**config.mk**
```make
export PLATFORM = sky130hd
export DESIGN_NAME = tmr_cmp_chan
export DESIGN_NICKNAME = d
export VERILOG_FILES = /design/src/rtl/tcc_pkg.sv /design/src/rtl/tcc_counter.sv /design/src/rtl/tcc_prep.sv /design/src/rtl/tcc_flag.sv /design/src/rtl/tmr_cmp_chan.sv
export SDC_FILE = /design/constraint.sdc
export NUM_CORES = 1
export LEC_CHECK = 0
export CORE_ASPECT_RATIO = 1.5
export CORE_MARGIN = 10
export CORE_UTILIZATION = 50
export DETAILED_ROUTE_END_ITERATION = 6
export HOLD_SLACK_MARGIN = 0.12
export PLACE_DENSITY_LB_ADDON = 0.08
export SYNTH_ARGS = -nofsm -noshare
export SYNTH_HDL_FRONTEND = slang
export SYNTH_SLANG_ARGS = --single-unit
```
**constraint.sdc**
```tcl
create_clock -name clk -period 5.8 [get_ports clk]
set_clock_uncertainty 0.2 [all_clocks]
set_input_delay 0.58 -clock clk [delete_from_list [all_inputs] [get_ports clk]]
set_output_delay 0.58 -clock clk [all_outputs]
set_load 0.1 [all_outputs]
```
**src/rtl/tcc_pkg.sv**
```systemverilog
package tcc_pkg;

    typedef enum logic [2:0] {
        OM_HOLD    = 3'd0,
        OM_SET     = 3'd1,
        OM_CLEAR   = 3'd2,
        OM_TOGGLE  = 3'd3,
        OM_FORCE_0 = 3'd4,
        OM_FORCE_1 = 3'd5,
        OM_PWM_LO  = 3'd6,
        OM_PWM_HI  = 3'd7
    } oc_mode_e;

    typedef enum logic [1:0] {
        CA_EDGE   = 2'b00,
        CA_DN     = 2'b01,
        CA_UP     = 2'b10,
        CA_BOTH   = 2'b11
    } ca_mode_e;

    typedef enum logic {
        ST_UP   = 1'b0,
        ST_DOWN = 1'b1
    } cnt_state_e;

endpackage

```
**src/rtl/tcc_counter.sv**
```systemverilog
module tcc_counter
    import tcc_pkg::*;
#(
    parameter int CNT_W = 16
) (
    input  logic             clk,
    input  logic             rst_n,
    input  logic             en,
    input  logic [CNT_W-1:0] arr,
    input  logic [1:0]       ca_mode,
    output logic [CNT_W-1:0] cnt,
    output logic             dir_down
);
    localparam logic [CNT_W-1:0] ZERO = '0;
    localparam logic [CNT_W-1:0] ONE  = {{(CNT_W-1){1'b0}}, 1'b1};

    cnt_state_e       state_q, state_d;
    logic [CNT_W-1:0] cnt_q, cnt_d;
    logic             edge_al;

    assign edge_al = (ca_mode_e'(ca_mode) == CA_EDGE);

    always_ff @(posedge clk or negedge rst_n) begin
        if (!rst_n) begin
            state_q <= ST_UP;
            cnt_q   <= ZERO;
        end else begin
            state_q <= state_d;
            cnt_q   <= cnt_d;
        end
    end

    always_comb begin
        state_d = state_q;
        cnt_d   = cnt_q;
        if (en) begin
            unique case (state_q)
                ST_UP: begin
                    if (edge_al) begin
                        cnt_d = (cnt_q >= arr) ? ZERO : cnt_q + ONE;
                    end else if (cnt_q >= arr) begin
                        state_d = ST_DOWN;
                        cnt_d   = (cnt_q == ZERO) ? ZERO : cnt_q - ONE;
                    end else begin
                        cnt_d = cnt_q + ONE;
                    end
                end
                ST_DOWN: begin
                    if (edge_al) begin
                        state_d = ST_UP;
                        cnt_d   = ZERO;
                    end else if (cnt_q == ZERO) begin
                        state_d = ST_UP;
                        cnt_d   = (arr == ZERO) ? ZERO : ONE;
                    end else begin
                        cnt_d = cnt_q - ONE;
                    end
                end
                default: begin
                    state_d = ST_UP;
                    cnt_d   = ZERO;
                end
            endcase
        end
    end

    assign cnt      = cnt_q;
    assign dir_down = (state_q == ST_DOWN);

endmodule

```
**src/rtl/tcc_prep.sv**
```systemverilog
module tcc_prep
    import tcc_pkg::*;
#(
    parameter int CNT_W = 16
) (
    input  logic             clk,
    input  logic             rst_n,
    input  logic             en,
    input  logic [CNT_W-1:0] cnt,
    input  logic [CNT_W-1:0] cmp_val,
    input  logic [2:0]       oc_mode,
    output logic             oc_prep
);
    logic prep_q, prep_d;
    logic hit, below;

    assign hit   = en && (cnt == cmp_val);
    assign below = (cnt < cmp_val);

    always_ff @(posedge clk or negedge rst_n) begin
        if (!rst_n) prep_q <= 1'b0;
        else        prep_q <= prep_d;
    end

    always_comb begin
        prep_d = prep_q;
        unique case (oc_mode_e'(oc_mode))
            OM_HOLD:    prep_d = prep_q;
            OM_SET:     if (hit) prep_d = 1'b1;
            OM_CLEAR:   if (hit) prep_d = 1'b0;
            OM_TOGGLE:  if (hit) prep_d = ~prep_q;
            OM_FORCE_0: prep_d = 1'b0;
            OM_FORCE_1: prep_d = 1'b1;
            OM_PWM_LO:  prep_d = below;
            OM_PWM_HI:  prep_d = ~below;
            default:    prep_d = prep_q;
        endcase
    end

    assign oc_prep = prep_q;

endmodule

```
**src/rtl/tcc_flag.sv**
```systemverilog
module tcc_flag
    import tcc_pkg::*;
#(
    parameter int CNT_W = 16
) (
    input  logic             clk,
    input  logic             rst_n,
    input  logic             en,
    input  logic [CNT_W-1:0] cnt,
    input  logic [CNT_W-1:0] cmp_val,
    input  logic             dir_down,
    input  logic [1:0]       ca_mode,
    input  logic             flag_clr,
    output logic             cmp_flag
);
    logic flag_q, flag_d;
    logic dir_ok, set_now;

    always_comb begin
        unique case (ca_mode_e'(ca_mode))
            CA_EDGE: dir_ok = 1'b1;
            CA_DN:   dir_ok = dir_down;
            CA_UP:   dir_ok = ~dir_down;
            CA_BOTH: dir_ok = 1'b1;
            default: dir_ok = 1'b0;
        endcase
    end

    assign set_now = en && (cnt == cmp_val) && dir_ok;

    always_comb flag_d = set_now | (flag_q & ~flag_clr);

    always_ff @(posedge clk or negedge rst_n) begin
        if (!rst_n) flag_q <= 1'b0;
        else        flag_q <= flag_d;
    end

    assign cmp_flag = flag_q;

endmodule

```
**src/rtl/tmr_cmp_chan.sv**
```systemverilog
module tmr_cmp_chan #(
    parameter int CNT_W = 16
) (
    input  logic             clk,
    input  logic             rst_n,
    input  logic             en,
    input  logic [CNT_W-1:0] arr,
    input  logic [CNT_W-1:0] cmp_val,
    input  logic [2:0]       oc_mode,
    input  logic [1:0]       ca_mode,
    input  logic             flag_clr,
    output logic             oc_prep,
    output logic [CNT_W-1:0] cnt,
    output logic             dir_down,
    output logic             cmp_flag
);
    logic [CNT_W-1:0] cnt_w;
    logic             dir_w;

    tcc_counter #(.CNT_W(CNT_W)) u_cnt (
        .clk      (clk),
        .rst_n    (rst_n),
        .en       (en),
        .arr      (arr),
        .ca_mode  (ca_mode),
        .cnt      (cnt_w),
        .dir_down (dir_w)
    );

    tcc_prep #(.CNT_W(CNT_W)) u_prep (
        .clk      (clk),
        .rst_n    (rst_n),
        .en       (en),
        .cnt      (cnt_w),
        .cmp_val  (cmp_val),
        .oc_mode  (oc_mode),
        .oc_prep  (oc_prep)
    );

    tcc_flag #(.CNT_W(CNT_W)) u_flag (
        .clk      (clk),
        .rst_n    (rst_n),
        .en       (en),
        .cnt      (cnt_w),
        .cmp_val  (cmp_val),
        .dir_down (dir_w),
        .ca_mode  (ca_mode),
        .flag_clr (flag_clr),
        .cmp_flag (cmp_flag)
    );

    assign cnt      = cnt_w;
    assign dir_down = dir_w;

endmodule

```
==> reports/qor.csv, run 1 <==
stage,metric,value,unit
timing,fin_tns_setup,0,ns
placed_design,placed_cells,425,
global_routing,antenna_found_initial,0,
final_layout,design_area,0.003063,sq mm
routing,vias_per_cell,5.867,
clock_network,clock-root-buffer,clkbuf_8,
yosys,synth_top_family_by_area,simple AND/OR/NAND/NOR gates,
floorplanning,core-area,0.004579,sq mm
clock_network,postCtsSetupBuffers,0,
routing,wl_per_cell,16.81,um
clock_network,numCtsBuffers,3,
clock_network,cts_buffer_depth,2,
critical_path,cp.required,5.76,ns
yosys,synth_mux_area_share,3.802,%
timing,rsz0062_at_grt,false,
yosys,post-synth-top-area-fraction,19.79,%
yosys,ys_types,53,
worst_hold_path,min_path_type,flip-flop to flip-flop,
yosys,synth_commonest_cells,"inv_1, ha_1, a21oi_1, nand2_1, dfrtp_1",
timing,finalHoldViolCount,0,
final_layout,stdcell_count,429,
clock_network,cts_resized,0,
critical_path,crit_path_max_fanout,39,
floorplanning,die_w,76.60,um
yosys,synthMostInstantiatedCell,inv_1,
power_and_ir_drop,design_power_total,1.320,mW
timing,fin_ws,2.511,ns
yosys,ys_seq_elements,19,
power_and_ir_drop,p_leak,1.434,nW
yosys,synthSimpleGateAreaFrac,26.93,%
timing,fin_crit_sh,56.71,%
routing,first_pass_iters,4,
critical_path,cp.arrival,3.25,ns
floorplanning,die_y,104.9,um
routing,wl,7210,um
critical_path,cp_num_buf_inv,3,
timing,whs,0.3454,ns
placed_design,post-place-ws,2.265,ns
routing,dr_total_vias,2517,
yosys,yosysTopAreaCell,dfrtp_1,
timing,slew_violations,0,
final_layout,final_nets,445,
global_routing,grt_pass1_vias,2464,
global_routing,grt_overflow,0,
critical_path,cp_slowest_cell,clkdlybuf4s50_1,
global_routing,grt_max_degree,40,
routing,postRouteAntennaNets,0,
timing,finalWorstPathRequiredPeriod,3.289,ns
critical_path,crit_type,input pin to flip-flop,
placed_design,port_buffers,59,
global_routing,grt_use_total,17.47,%
critical_path,critPathMaxStageDelay,0.48,ns
yosys,ys_warn_count,0,
status,status,completed,
yosys,synth_xor_area_share,0,%
floorplanning,start_util,52.46,%
timing,report.final.setup_viol,0,
routing,drc,0,
timing,maxSlewHeadroom,34.51,%
yosys,synth_fa_ha_area_share,19.79,%
clock_network,cts_hold_buf,0,
timing,fmax,304.0,MHz
placed_design,dpl.hpwl,5715,um
yosys,syn-cell-area,0.002402,sq mm
yosys,synth_flop_cell,dfrtp_1,
floorplanning,dieArea,0.008034,sq mm
yosys,synth-compound-area-share,20.47,%
yosys,netlist_instances,313,
power_and_ir_drop,power_density,431.0,mW/mm^2
placed_design,dpl_cell_area,0.003017,sq mm
power_and_ir_drop,peakVddDrop,339.6,uV
critical_path,start_kind,input pin,
critical_path,crit_chain,clkdlybuf4s50_1 > inv_1 > ha_1 > a21o_1 > a221o_1 > a21oi_1 > o211ai_1 > buf_4 > nand2_1 > o221ai_1 > mux2_2,
final_layout,synthToLayoutAreaGrowth,27.50,%
yosys,avgSynthCellArea,7.675,sq um
yosys,synth_edf_count,0,
floorplanning,rows,30,
yosys,synthArstFlopShare,100.0,%
critical_path,critPathTopFamily,compound AO/OA/AOI/OAI gates,
final_layout,utilization,66.89,%
placed_design,gp_congestion,0.8971,
routing,drt_iter0_drc,128,
critical_path,cp-end-kind,flip-flop,
floorplanning,ios,60,
clock_network,cts_tree,done,
clock_network,cts.sinks,19,
yosys,ys_seq_area_share,19.79,%
global_routing,grt_pass1_wl,11880,um
clock_network,clk_pin_slew,0.08,ns
job,cap_violations,0,
clock_network,ctsHtreeMaxLevel,1,
yosys,synth_area_leaders,"dfrtp_1, ha_1, inv_1",
yosys,syn_nets,392,
clock_network,clock_latency,0.27,ns
timing,tightest_slew,0.9793,ns
final_layout,antennaDiodeCount,0,
final_layout,drive_above_1_share,4.384,%
[worst register-to-register path, cell delays in order, from the launching register on]
cell      delay, ns
dfrtp_1        0.56
or4_2          0.77
nor4_1         0.72
nand2b_1       0.14
or3_1          0.34
a21oi_1        0.16
mux2i_1        0.09
nand2_1        0.08
[cell families after synthesis]
logic type | count (synthesis)
muxes | 9
adders and majority gates | 38
AOI/OAI and AO/OA | 77
buffers and inverters | 53
and+or+nand+nor | 117
DFF | 19
[power breakdown]
group          total, mW  internal (mW)  switching [mW]
clock network     0.0976         0.0480          0.0497
logic              0.911          0.304           0.607
registers          0.312          0.176           0.136
[registers in the layout, indices dropped and copies added, names as in the netlist]
name / cells
u_flag.cmp_flag: 1
u_cnt.cnt: 16
u_cnt.dir_down: 1
u_prep.oc_prep: 1
[area by class of cell]
cell class	count	area [sq um]
fill	406	1516
clock buffer	3	41.29
sequential	19	475.5
multi-input combinational	241	1705
tap	64	80.08
timing repair buffer	61	605.6
inverter	40	150.1
clock inverter	1	5.005
[layer usage]
layer  wire, um  track usage (%)  vias to the layer above
li1           -                -                     1251
met1       3095            21.24                     1151
met2       3535            30.22                       98
met3        391            2.573                       17
met4        188            6.267                        0
met5          0                0                        -
[layout by cell type (no fill, tap or decap), types with 3 or more instances in the layout]
cell             instances
clkdlybuf4s50_1         59
inv_1                   40
ha_1                    38
nand2_1                 22
a21oi_1                 22
dfrtp_1                 19
o21ai_0                 17
nor2_1                  16
nor4_1                  11
nand3_1                 10
nand4_1                  9
a21o_1                   8
nor3_1                   8
mux2i_1                  8
and3_1                   7
nand2b_1                 7
a31oi_1                  4
or4_1                    4
o21a_1                   3
nor3b_1                  3
a211oi_1                 3
nor2b_1                  3
clkbuf_8                 3
[final timing paths]
kind,from,endpoint,slack [ns],depth (start not counted)
min,u_flag.cmp_flag,u_flag.cmp_flag,0.35,2
max reg2reg,u_cnt.cnt[8],u_cnt.cnt[14],2.69,7
min reg2reg,u_flag.cmp_flag,u_flag.cmp_flag,0.35,2
min in group asynchronous,rst_n,u_cnt.cnt[7],0.64,1
max,arr[9],u_cnt.cnt[11],2.51,11
max in group asynchronous,rst_n,u_cnt.cnt[5],4.19,1
(Power assumes the default switching activity.)
==> run 2: changes to the inputs <==
- CORE_UTILIZATION: 50 -> 46
- clock period: 5.8 -> 2.7 ns (I/O delays scaled with it)
==> reports/qor.csv, run 2 (synthesized netlist as in run 1, its figures left out) <==
stage,metric,value,unit
status,status,"complete, but fails checks",
status,violations,negative setup slack,
clock_network,cts_hold_buf,0,
timing,finalHoldViolCount,0,
routing,wl_per_cell,17.97,um
clock_network,cts_buffer_depth,2,
floorplanning,rows,32,
routing,vias_per_cell,5.753,
final_layout,final_cell_mix,"buf_4, inv_1, ha_1",
global_routing,grt_pass1_vias,2840,
critical_path,crit_type,flip-flop to flip-flop,
floorplanning,die_y,108.5,um
clock_network,clock_latency,0.27,ns
final_layout,final_nets,493,
global_routing,grt_max_degree,20,
clock_network,clk_pin_slew,0.09,ns
critical_path,cp_slowest_cell,or4_4,
global_routing,antenna_found_initial,0,
critical_path,cp-end-kind,flip-flop,
critical_path,cp.arrival,2.76,ns
timing,rsz0062_at_grt,true,
timing,fin_ws,-0.1200,ns
placed_design,post-place-ws,-0.3105,ns
placed_design,dpl.hpwl,6596,um
timing,fmax,354.6,MHz
job,cap_violations,0,
power_and_ir_drop,power_density,955.9,mW/mm^2
final_layout,antennaDiodeCount,0,
power_and_ir_drop,p_leak,1.743,nW
critical_path,cp.required,2.64,ns
routing,postRouteAntennaNets,0,
critical_path,start_kind,flip-flop,
final_layout,mostFrequentLayoutCell,buf_4,
global_routing,grt_overflow,0,
placed_design,port_buffers,59,
routing,first_pass_iters,4,
floorplanning,die_w,79.01,um
routing,drt_iter0_drc,152,
critical_path,crit_path_max_fanout,4,
routing,dr_total_vias,2767,
floorplanning,core-area,0.005125,sq mm
timing,tightest_slew,0.5029,ns
clock_network,clock-root-buffer,clkbuf_8,
critical_path,cp_num_buf_inv,0,
floorplanning,start_util,46.88,%
floorplanning,ios,60,
timing,finalWorstPathRequiredPeriod,2.820,ns
worst_hold_path,min_path_type,input pin to async pin,
clock_network,cts.sinks,19,
clock_network,ctsHtreeMaxLevel,1,
timing,fin_tns_setup,-0.2497,ns
placed_design,gp_congestion,0.9133,
floorplanning,dieArea,0.008573,sq mm
timing,maxSlewHeadroom,66.17,%
timing,report.final.setup_viol,5,
critical_path,critPathTopFamily,simple AND/OR/NAND/NOR gates,
global_routing,grt_use_total,19.30,%
global_routing,grt_pass1_wl,13440,um
power_and_ir_drop,peakVddDrop,914.3,uV
routing,wl,8643,um
final_layout,largest_reg_flops,16,
critical_path,critPathMaxStageDelay,0.54,ns
timing,fin_crit_sh,104.4,%
clock_network,numCtsBuffers,3,
final_layout,synthToLayoutAreaGrowth,51.04,%
critical_path,crit_chain,or4_4 > or3_4 > or2_4 > or4_1 > and3_4 > o21ai_2 > o311ai_1,
timing,slew_violations,0,
final_layout,fill_cells,420,
routing,drc,0,
final_layout,drive_above_1_share,30.75,%
clock_network,cts_tree,done,
[run 2: path summary, 6_finish.rpt]
path / from / endpoint / slack (ns) / cells after the start
max in group asynchronous: rst_n / u_cnt.cnt[11] / 1.89 / 2
min reg2reg: u_flag.cmp_flag / u_flag.cmp_flag / 0.35 / 2
max: u_cnt.cnt[5] / u_cnt.cnt[13] / -0.12 / 7
max reg2reg: u_cnt.cnt[5] / u_cnt.cnt[13] / -0.12 / 7
min: rst_n / u_cnt.cnt[0] / 0.15 / 2
min in group clk: u_flag.cmp_flag / u_flag.cmp_flag / 0.35 / 2
[run 2: power breakdown]
part	internal (mW)	total (mW)	leakage (nW)	switching [mW]
Combinational	1.02	2.69	1.50	1.67
Sequential	0.422	0.555	0.217	0.133
Clock	0.103	0.219	0.0255	0.116
Total	1.55	3.47	1.74	1.92
[run 2: cell type report]
| type | count | area, sq um | area share [%] |
|---|---|---|---|
| Inverter | 40 | 150.1 | 4.138 |
| Multi-Input combinational cell | 241 | 1871 | 51.55 |
| Sequential cell | 19 | 520.5 | 14.34 |
| Clock buffer | 3 | 41.29 | 1.138 |
| Tap cell | 68 | 85.08 | 2.345 |
| Timing Repair Buffer | 109 | 955.9 | 26.34 |
| Clock inverter | 1 | 5.005 | 0.1379 |
[run 2: timing repair]
| item | in CTS | in global routing |
|---|---|---|
| gates cloned | 1 | 1 |
| setup endpoints to repair | 8 | 16 |
| setup buffers | 4 | 1 |
| resized for setup | 26 | 26 |
| pin swaps | 8 | 4 |
[run 2: layer usage]
layer	GRT usage, %	share of wire (%)	up-vias
met5	0	0	-
met4	7.841	2.2	0
met3	2.907	5.3	19
met2	34.33	51	110
met1	22.33	42	1295
li1	-	-	1343
[run 2: through the flow]
| stage | util [%] | total power, mW | hold slack, ns | cell area (sq um) | instances |
|---|---|---|---|---|---|
| after global routing | 70.80 | 3.672 | 0.1828 | 3628 | 481 |
| after detailed placement | 65.31 | 2.917 | 0.3385 | 3347 | 471 |
| after floorplan | - | 2.190 | -0.2256 | 2461 | 313 |
| after CTS | 68.34 | 3.303 | 0.1673 | 3502 | 480 |
| final | 70.80 | 3.469 | 0.1487 | 3628 | 481 |
| after global placement | 65.31 | 2.871 | 0.3276 | 3347 | 471 |
